==> config.mk <==
export PLATFORM = sky130hd
export DESIGN_NAME = ssf_status_top
export DESIGN_NICKNAME = d
export VERILOG_FILES = /design/src/rtl/ssf_pkg.sv /design/src/rtl/ssf_flag.sv /design/src/rtl/ssf_data.sv /design/src/rtl/ssf_irq.sv /design/src/rtl/ssf_status_top.sv
export SDC_FILE = /design/constraint.sdc
export NUM_CORES = 1
export LEC_CHECK = 0
export ABC_AREA = 1
export CAP_MARGIN = 40
export CORE_MARGIN = 2
export CORE_UTILIZATION = 46
export CTS_CLUSTER_SIZE = 10
export DETAILED_ROUTE_END_ITERATION = 8
export PLACE_DENSITY = 0.79
export SLEW_MARGIN = 30
export SYNTH_ARGS = -nofsm -noshare
export SYNTH_HDL_FRONTEND = slang
export SYNTH_SLANG_ARGS = --single-unit
export TNS_END_PERCENT = 30
==> constraint.sdc <==
create_clock -name clk_i -period 1.7 [get_ports clk_i]
set_clock_uncertainty 0.15 [all_clocks]
set_input_delay 0.17 -clock clk_i [delete_from_list [all_inputs] [get_ports clk_i]]
set_output_delay 0.17 -clock clk_i [all_outputs]
set_load 0.01 [all_outputs]
==> src/rtl/ssf_pkg.sv <==
package ssf_pkg;
  typedef enum logic [1:0] {
    A_STAT = 2'd0,
    A_CTRL = 2'd1,
    A_RXD  = 2'd2,
    A_TXD  = 2'd3
  } ssf_addr_e;

  localparam int NFLAG   = 5;
  localparam int FL_CE   = 0;
  localparam int FL_RDRF = 1;
  localparam int FL_TDRE = 2;
  localparam int FL_TEND = 3;
  localparam int FL_ORER = 4;
  localparam int STAT_W  = 8;
  localparam int EN_W    = 3;

  // flag index -> status bit position
  function automatic int stat_pos(input int idx);
    case (idx)
      0:       return 0;
      1:       return 1;
      2:       return 2;
      3:       return 3;
      default: return 6;
    endcase
  endfunction
endpackage

==> src/rtl/ssf_flag.sv <==
module ssf_flag #(
  parameter logic RST_VAL = 1'b0
) (
  input  logic clk_i,
  input  logic rst_ni,
  input  logic set_i,
  input  logic hclr_i,
  input  logic rd_i,
  input  logic wr_i,
  input  logic wbit_i,
  output logic q_o
);
  logic q_q, armed_q, sw_clr;

  assign sw_clr = wr_i & ~wbit_i & armed_q;
  assign q_o    = q_q;

  always_ff @(posedge clk_i or negedge rst_ni) begin
    if (!rst_ni) begin
      q_q     <= RST_VAL;
      armed_q <= 1'b0;
    end else begin
      // set wins over any clear
      if (set_i)                q_q <= 1'b1;
      else if (hclr_i | sw_clr) q_q <= 1'b0;
      if (wr_i)                 armed_q <= 1'b0;
      else if (rd_i && q_q)     armed_q <= 1'b1;
      else if (!q_q)            armed_q <= 1'b0;
    end
  end
endmodule

==> src/rtl/ssf_data.sv <==
module ssf_data #(
  parameter int DATA_W = 8
) (
  input  logic              clk_i,
  input  logic              rst_ni,
  input  logic              rx_load_i,
  input  logic [DATA_W-1:0] rx_byte_i,
  input  logic              tx_wr_i,
  input  logic [DATA_W-1:0] wdata_i,
  output logic [DATA_W-1:0] rdr_o,
  output logic [DATA_W-1:0] tdr_o
);
  always_ff @(posedge clk_i or negedge rst_ni) begin
    if (!rst_ni) begin
      rdr_o <= '0;
      tdr_o <= '0;
    end else begin
      if (rx_load_i) rdr_o <= rx_byte_i;
      if (tx_wr_i)   tdr_o <= wdata_i;
    end
  end
endmodule

==> src/rtl/ssf_irq.sv <==
module ssf_irq
  import ssf_pkg::*;
#(
  parameter int EN_BITS = EN_W
) (
  input  logic               clk_i,
  input  logic               rst_ni,
  input  logic               wr_i,
  input  logic [EN_BITS-1:0] wdata_i,
  input  logic [NFLAG-1:0]   flag_i,
  output logic [EN_BITS-1:0] en_o,
  output logic               irq_tx_o,
  output logic               irq_rx_o,
  output logic               irq_ovr_o,
  output logic               irq_conf_o
);
  always_ff @(posedge clk_i or negedge rst_ni) begin
    if (!rst_ni)   en_o <= '0;
    else if (wr_i) en_o <= wdata_i;
  end

  assign irq_tx_o   = en_o[2] & flag_i[FL_TDRE];
  assign irq_rx_o   = en_o[1] & flag_i[FL_RDRF];
  assign irq_ovr_o  = en_o[1] & flag_i[FL_ORER];
  assign irq_conf_o = en_o[0] & flag_i[FL_CE];
endmodule

==> src/rtl/ssf_status_top.sv <==
module ssf_status_top
  import ssf_pkg::*;
#(
  parameter int DATA_W = 8
) (
  input  logic              clk_i,
  input  logic              rst_ni,
  input  logic              bus_en_i,
  input  logic              bus_we_i,
  input  logic [1:0]        bus_addr_i,
  input  logic [DATA_W-1:0] bus_wdata_i,
  output logic [DATA_W-1:0] bus_rdata_o,
  input  logic              rx_done_i,
  input  logic [DATA_W-1:0] rx_byte_i,
  input  logic              tx_load_i,
  input  logic              tx_done_i,
  input  logic              conf_err_i,
  output logic [DATA_W-1:0] tx_data_o,
  output logic              xfer_hold_o,
  output logic              irq_tx_o,
  output logic              irq_rx_o,
  output logic              irq_ovr_o,
  output logic              irq_conf_o
);
  logic              stat_rd, stat_wr, ctrl_wr, rxd_rd, txd_wr;
  logic              rx_acc, rx_load;
  logic [NFLAG-1:0]  flag_q, set_v, hclr_v;
  logic [STAT_W-1:0] stat_byte;
  logic [EN_W-1:0]   en_q;
  logic [DATA_W-1:0] rdr_q;

  assign stat_rd = bus_en_i & ~bus_we_i & (bus_addr_i == A_STAT);
  assign stat_wr = bus_en_i &  bus_we_i & (bus_addr_i == A_STAT);
  assign ctrl_wr = bus_en_i &  bus_we_i & (bus_addr_i == A_CTRL);
  assign rxd_rd  = bus_en_i & ~bus_we_i & (bus_addr_i == A_RXD);
  assign txd_wr  = bus_en_i &  bus_we_i & (bus_addr_i == A_TXD);

  // pending overrun freezes the port
  assign xfer_hold_o = flag_q[FL_ORER];
  assign rx_acc      = rx_done_i & ~flag_q[FL_ORER];
  assign rx_load     = rx_acc & ~flag_q[FL_RDRF];

  always_comb begin
    set_v  = '0;
    hclr_v = '0;
    set_v[FL_CE]    = conf_err_i;
    set_v[FL_RDRF]  = rx_load;
    set_v[FL_ORER]  = rx_acc & flag_q[FL_RDRF];
    set_v[FL_TDRE]  = tx_load_i & ~flag_q[FL_ORER];
    set_v[FL_TEND]  = tx_done_i & flag_q[FL_TDRE] & ~flag_q[FL_ORER];
    hclr_v[FL_RDRF] = rxd_rd;
    hclr_v[FL_TDRE] = txd_wr;
    hclr_v[FL_TEND] = txd_wr;
  end

  for (genvar g = 0; g < NFLAG; g++) begin : g_flag
    ssf_flag #(.RST_VAL(g == FL_TDRE)) u_flag (
      .clk_i  (clk_i),
      .rst_ni (rst_ni),
      .set_i  (set_v[g]),
      .hclr_i (hclr_v[g]),
      .rd_i   (stat_rd),
      .wr_i   (stat_wr),
      .wbit_i (bus_wdata_i[stat_pos(g)]),
      .q_o    (flag_q[g])
    );
  end

  always_comb begin
    stat_byte = '0;
    for (int i = 0; i < NFLAG; i++) stat_byte[stat_pos(i)] = flag_q[i];
  end

  ssf_data #(.DATA_W(DATA_W)) u_data (
    .clk_i     (clk_i),
    .rst_ni    (rst_ni),
    .rx_load_i (rx_load),
    .rx_byte_i (rx_byte_i),
    .tx_wr_i   (txd_wr),
    .wdata_i   (bus_wdata_i),
    .rdr_o     (rdr_q),
    .tdr_o     (tx_data_o)
  );

  ssf_irq u_irq (
    .clk_i      (clk_i),
    .rst_ni     (rst_ni),
    .wr_i       (ctrl_wr),
    .wdata_i    (bus_wdata_i[EN_W-1:0]),
    .flag_i     (flag_q),
    .en_o       (en_q),
    .irq_tx_o   (irq_tx_o),
    .irq_rx_o   (irq_rx_o),
    .irq_ovr_o  (irq_ovr_o),
    .irq_conf_o (irq_conf_o)
  );

  always_comb begin
    bus_rdata_o = '0;
    if (bus_en_i && !bus_we_i) begin
      unique case (bus_addr_i)
        A_STAT:  bus_rdata_o = DATA_W'(stat_byte);
        A_CTRL:  bus_rdata_o = DATA_W'(en_q);
        A_RXD:   bus_rdata_o = rdr_q;
        default: bus_rdata_o = tx_data_o;
      endcase
    end
  end
endmodule

[After elaboration in Yosys (flattened, before gate mapping)]
Cells that the tools add are included.
Storage, ports and cells
  input bits: 26
  flip-flop bits (word level): 29
  output and inout port bits: 21
Cells by class
  bitwise logic cells: 38
  equal/unequal tests: 8
  reduce and logical (&&, ||, !) cells: 13
  mux-type cells: 27
Operators with widths (number)
  $and 1x1->1: 27
  $mux 1: 25
  $pmux 8 s3: 1
  $ne 3x3->1 const B: 4
  $reduce_bool 2->1: 5
  $mux 8: 1
  $not 1->1: 8
  $logic_and 1x1->1: 6
  $eq 2x2->1 const B: 2
  $ne 3x2->1 const B: 1
  $or 1x1->1: 3
  $eq 2x1->1 const B: 1
  $logic_not 2->1: 1
  $logic_not 1->1: 1

[Longest topological paths before layout]
  word-level depth: 7
  gate-level depth with buffers: 7

[Cells and area by module]
From an unflattened synthesis, not the netlist that was laid out.
Unflattened totals
  cell total of the unflattened synthesis: 213
  area total of the unflattened synthesis: 1536.5 um2
Modules (own cells, without submodules)
  ssf_data: area an instance 610.6 um2, cells each 68, seq. area each 400.4 um2, times used 1
  ssf_flag (g_flag[0].u_flag ...): area an instance 93.8 um2, cells each 11, seq. area each 50.0 um2, times used 4
  ssf_status_top: area an instance 312.8 um2, cells each 69, seq. area each 0.0 um2, times used 1
  ssf_irq: area an instance 142.6 um2, cells each 21, seq. area each 75.1 um2, times used 1
  ssf_flag (g_flag[2].u_flag): area an instance 95.1 um2, cells each 11, seq. area each 51.3 um2, times used 1

[Worst setup path after synthesis]
No wires, ideal clock.
  kind: register to register
  start point: register g_flag[4].u_flag.q_q
  end point: register u_data.rdr_o[1]
  stages on the path, launching flop included: 6
  buffers on the path: 1
  required time: 1.424 ns
  path slack: 0.477 ns
  arrival time: 0.947 ns
  clock period less this slack: 1.223 ns
  cells stage by stage: dfrtp_1 inv_1 nand3_4 buf_6 nand2_1 o21ai_0
On the way
  cells in the longest elaborated chain, start to end: 3
RTL lines
  start: declaration: RTL line ssf_flag.sv:13  | logic q_q, armed_q, sw_clr;
  start signal: assignment: RTL line ssf_flag.sv:20  | q_q <= RST_VAL;
  start signal: assignment: RTL line ssf_flag.sv:24  | if (set_i) q_q <= 1'b1;
  start signal: assignment: RTL line ssf_flag.sv:25  | else if (hclr_i | sw_clr) q_q <= 1'b0;
  $not 1->1: RTL line ssf_status_top.sv:40  | assign rx_acc = rx_done_i & ~flag_q[FL_ORER];
  $and 1x1->1: RTL line ssf_status_top.sv:40
  $and 1x1->1: RTL line ssf_status_top.sv:41  | assign rx_load = rx_acc & ~flag_q[FL_RDRF];
  end signal: assignment: RTL line ssf_data.sv:18  | if (rx_load_i) rdr_o <= rx_byte_i;
  end: declaration: RTL line ssf_data.sv:10  | output logic [DATA_W-1:0] rdr_o,
No other way between the ends.
A chain may end at the register's enable or synchronous reset.

[Worst setup path after layout]
  start point: register u_data.tdr_o[3]
  end point: output tx_data_o[3]
RTL lines
  start: declaration: RTL line ssf_data.sv:11  | output logic [DATA_W-1:0] tdr_o
  start signal: assignment: RTL line ssf_data.sv:19  | if (tx_wr_i) tdr_o <= wdata_i;
  end: declaration: RTL line ssf_status_top.sv:18  | output logic [DATA_W-1:0] tx_data_o,
No word-level cell between the ends.

==> reports/qor.yml <==
layout:
  utilization_pct: 66.6
  nNetsFinal: 293
  drive_gt1_share_pct: 14.9
  area_growth_pct: 41.3
  antenna_cells: 0
  multi_input_area_um2: 654
  fin_area_mm2: 0.00219
  ff_latch_area_um2: 727
  fillers: 299
logic_synthesis:
  postSynthCellCount: 203
  synth_fp_nets: 229
  synth_top_area_share_pct: 45.3
  syn_area_mm2: 0.00155
  synth_seq_cells: 29
  ys_seq_area_share_pct: 47.0
  synth_area_leaders: "dfrtp_1 (45%), nand2_1 (17%), inv_1 (8.5%)"
  yosys.area.top_type: "dfrtp_1"
  synth.distinct_cells: 19
  syn_avg_cell_area_um2: 7.62
  yosysWarnings: 0
timing:
  hold_violations: 0
  final-setup-viol-count: 0
  rsz0062_at_grt: "no"
  tightest_slew_ns: 0.369
  fmax_mhz: 622
  max-slew-margin-rel_pct: 75.4
  fin_crit_ns: 1.61
  whs_ns: 0.0703
  min_period_over_period_pct: 94.6
  drv_slew: 0
hold_path:
  hold_path.class: "primary input to asynchronous set/reset pin"
clock_tree:
  path_clk_slew_ns: 0.09
  clockBufferDepth: 2
  cts_hold_buf: 0
  insertion_delay_ns: 0.33
  htree_levels: 2
  cts-root-buf: "clkbuf_4"
  cts_tree: "done"
  numCtsBuffers: 5
  cts_sinks: 29
power:
  p_int_mw: 1.46
  ir_worst_vdd_mv: 0.548
  pwr-share-comb_pct: 31.4
  power_frac_clock_pct: 19.6
  powerDensity_mw_per_mm2: 1010
  p_sw_share_pct: 33.9
  power_frac_seq_pct: 49.0
  power_switching_mw: 0.748
  total_leakage_power_nw: 1.22
setup_path:
  start_kind: "flop"
  worst-path-buf-inv: 1
  crit_family: "buffers and inverters"
  worst_ep_required_time_ns: 1.38
  path_class: "flop to output port"
  critPathMaxStageDelay_ns: 0.55
  crit_path_cell_trace: "clkdlybuf4s50_1"
  end_kind: "output port"
  worstPathArrival_ns: 1.29
  crit_fanout: 3
  slowest_stage: "clkdlybuf4s50_1"
global_route:
  antenna_found_initial: 0
  overflow: 0
  grt_max_degree: 30
  grt_pass1_vias: 1248
  grt_usage_pct: 20.5
  grt_pass1_wl_um: 5600
placement:
  gp_congestion: 0.878
  dpl.hpwl_um: 2630
  dpl-instance-area_mm2: 0.00211
  numPortBuffers: 46
floorplan:
  pin_count: 47
  chipWidth_um: 62.0
  die_h_um: 62.0
  start_util_pct: 47.1
  die_area_mm2: 0.00384
  coreArea_mm2: 0.00328
  std_cell_rows: 21
route:
  drc: 0
  drt_iter0_drc: 75
  via_per_inst: 4.64
  via_count: 1456
  wirelength_um: 3480
  ant_nets: 0
  drt-wirelength-per-cell_um: 11.1
  dr.pass1.iters: 4
run_status:
  status: "completed"
job:
  drv_cap: 0
power by group through the flow:
stage / sequential, mW / combinational (mW) / clock [mW]
3_3_place_gp: 1.08 / 0.687 / 0
6_report: 1.08 / 0.692 / 0.431
2_1_floorplan: 1.05 / 0.373 / 0
4_1_cts: 1.07 / 0.710 / 0.444
3_5_place_dp: 1.09 / 0.702 / 0
5_1_grt: 1.10 / 0.793 / 0.479
placed cells by master (no fill, tap or decap), drive strengths merged:
master	netlist	final
a21boi	1	1
dfrtp	28	28
nand2	73	73
dfstp	1	1
clkdlybuf4s50	0	30
dlymetal6s2s	0	3
buf	4	15
clkbuf	0	12
dlygate4sd2	0	9
nor2	12	12
inv	37	37
nand3	18	18
o21ai	23	23
a21oi	6	6
synthesized netlist by cell type:
cell type,n
a21oi_1,6
o21ai_0,19
nand3_1,16
nand2_2,1
buf_8,1
nand3_2,1
inv_2,2
nor2_8,2
buf_6,3
inv_1,35
nor2_1,9
o21ai_1,4
nor2_2,1
dfrtp_1,28
nand2_4,2
dfstp_2,1
nand3_4,1
a21boi_1,1
nand2_1,70
routing by layer:
layer	part of all wire [%]	GRT usage (%)	vias to the layer above
met5	0	0	-
met4	1.5	8.51	0
met3	4.9	5.59	5
met2	45	28.9	43
met1	49	29.6	655
li1	-	-	753
kinds of logic after synthesis:
| logic type | after synthesis | synth area share [%] |
|---|---|---|
| compound gates | 30 | 9.87 |
| buf+inv | 41 | 12.1 |
| flops | 29 | 47.0 |
| simple gates | 103 | 31.0 |
path summary, 6_finish.rpt:
path | slack, ns | to | cells past startpoint | start
setup / recovery | 0.09 | tx_data_o[3] | 1 | u_data.tdr_o[3]
max in group asynchronous | 1.02 | g_flag[2].u_flag.q_o | 2 | rst_ni
setup reg to reg | 0.45 | u_data.rdr_o[3] | 4 | g_flag[4].u_flag.q_o
min in group clk_i | 0.21 | g_flag[2].u_flag.q_o | 3 | tx_load_i
hold reg to reg | 0.34 | u_data.rdr_o[5] | 2 | u_data.rdr_o[5]
hold / removal | 0.07 | g_flag[1].u_flag.q_o | 2 | rst_ni
registers in the layout (all words and copies together), names as in the netlist:
| register | count |
|---|---|
| u_irq.en_o | 3 |
| u_data.rdr_o | 8 |
| g_flag.u_flag.q_o | 5 |
| u_data.tdr_o | 8 |
| g_flag.u_flag.armed_q | 5 |
area by class of cell:
class | instances | share of cell area [%]
Sequential cell | 29 | 33.3
Multi-Input combinational cell | 133 | 29.9
Timing Repair Buffer | 61 | 25.1
Inverter | 37 | 6.35
Clock buffer | 8 | 2.69
Tap cell | 46 | 2.63
stage by stage:
| stage | setup slack (ns) | total power, mW | TNS (ns) | instances |
|---|---|---|---|---|
| 2_1_floorplan | 0.477 | 1.43 | 0 | 203 |
| 3_3_place_gp | -0.442 | 1.77 | -3.11 | 304 |
| 3_5_place_dp | -0.435 | 1.79 | -3.30 | 304 |
| 4_1_cts | -0.188 | 2.23 | -0.188 | 314 |
| 5_1_grt | 0.0110 | 2.37 | 0 | 314 |
| 6_report | 0.0919 | 2.20 | 0 | 314 |
repair_timing:
item	4_1_cts	5_1_grt
setup buffers	2	0
resized for setup	25	7
pin swaps	1	0
endpoints found under the setup margin	11	7
endpoints found under the hold margin	0	0
Power figures use the tool's default switching activity.
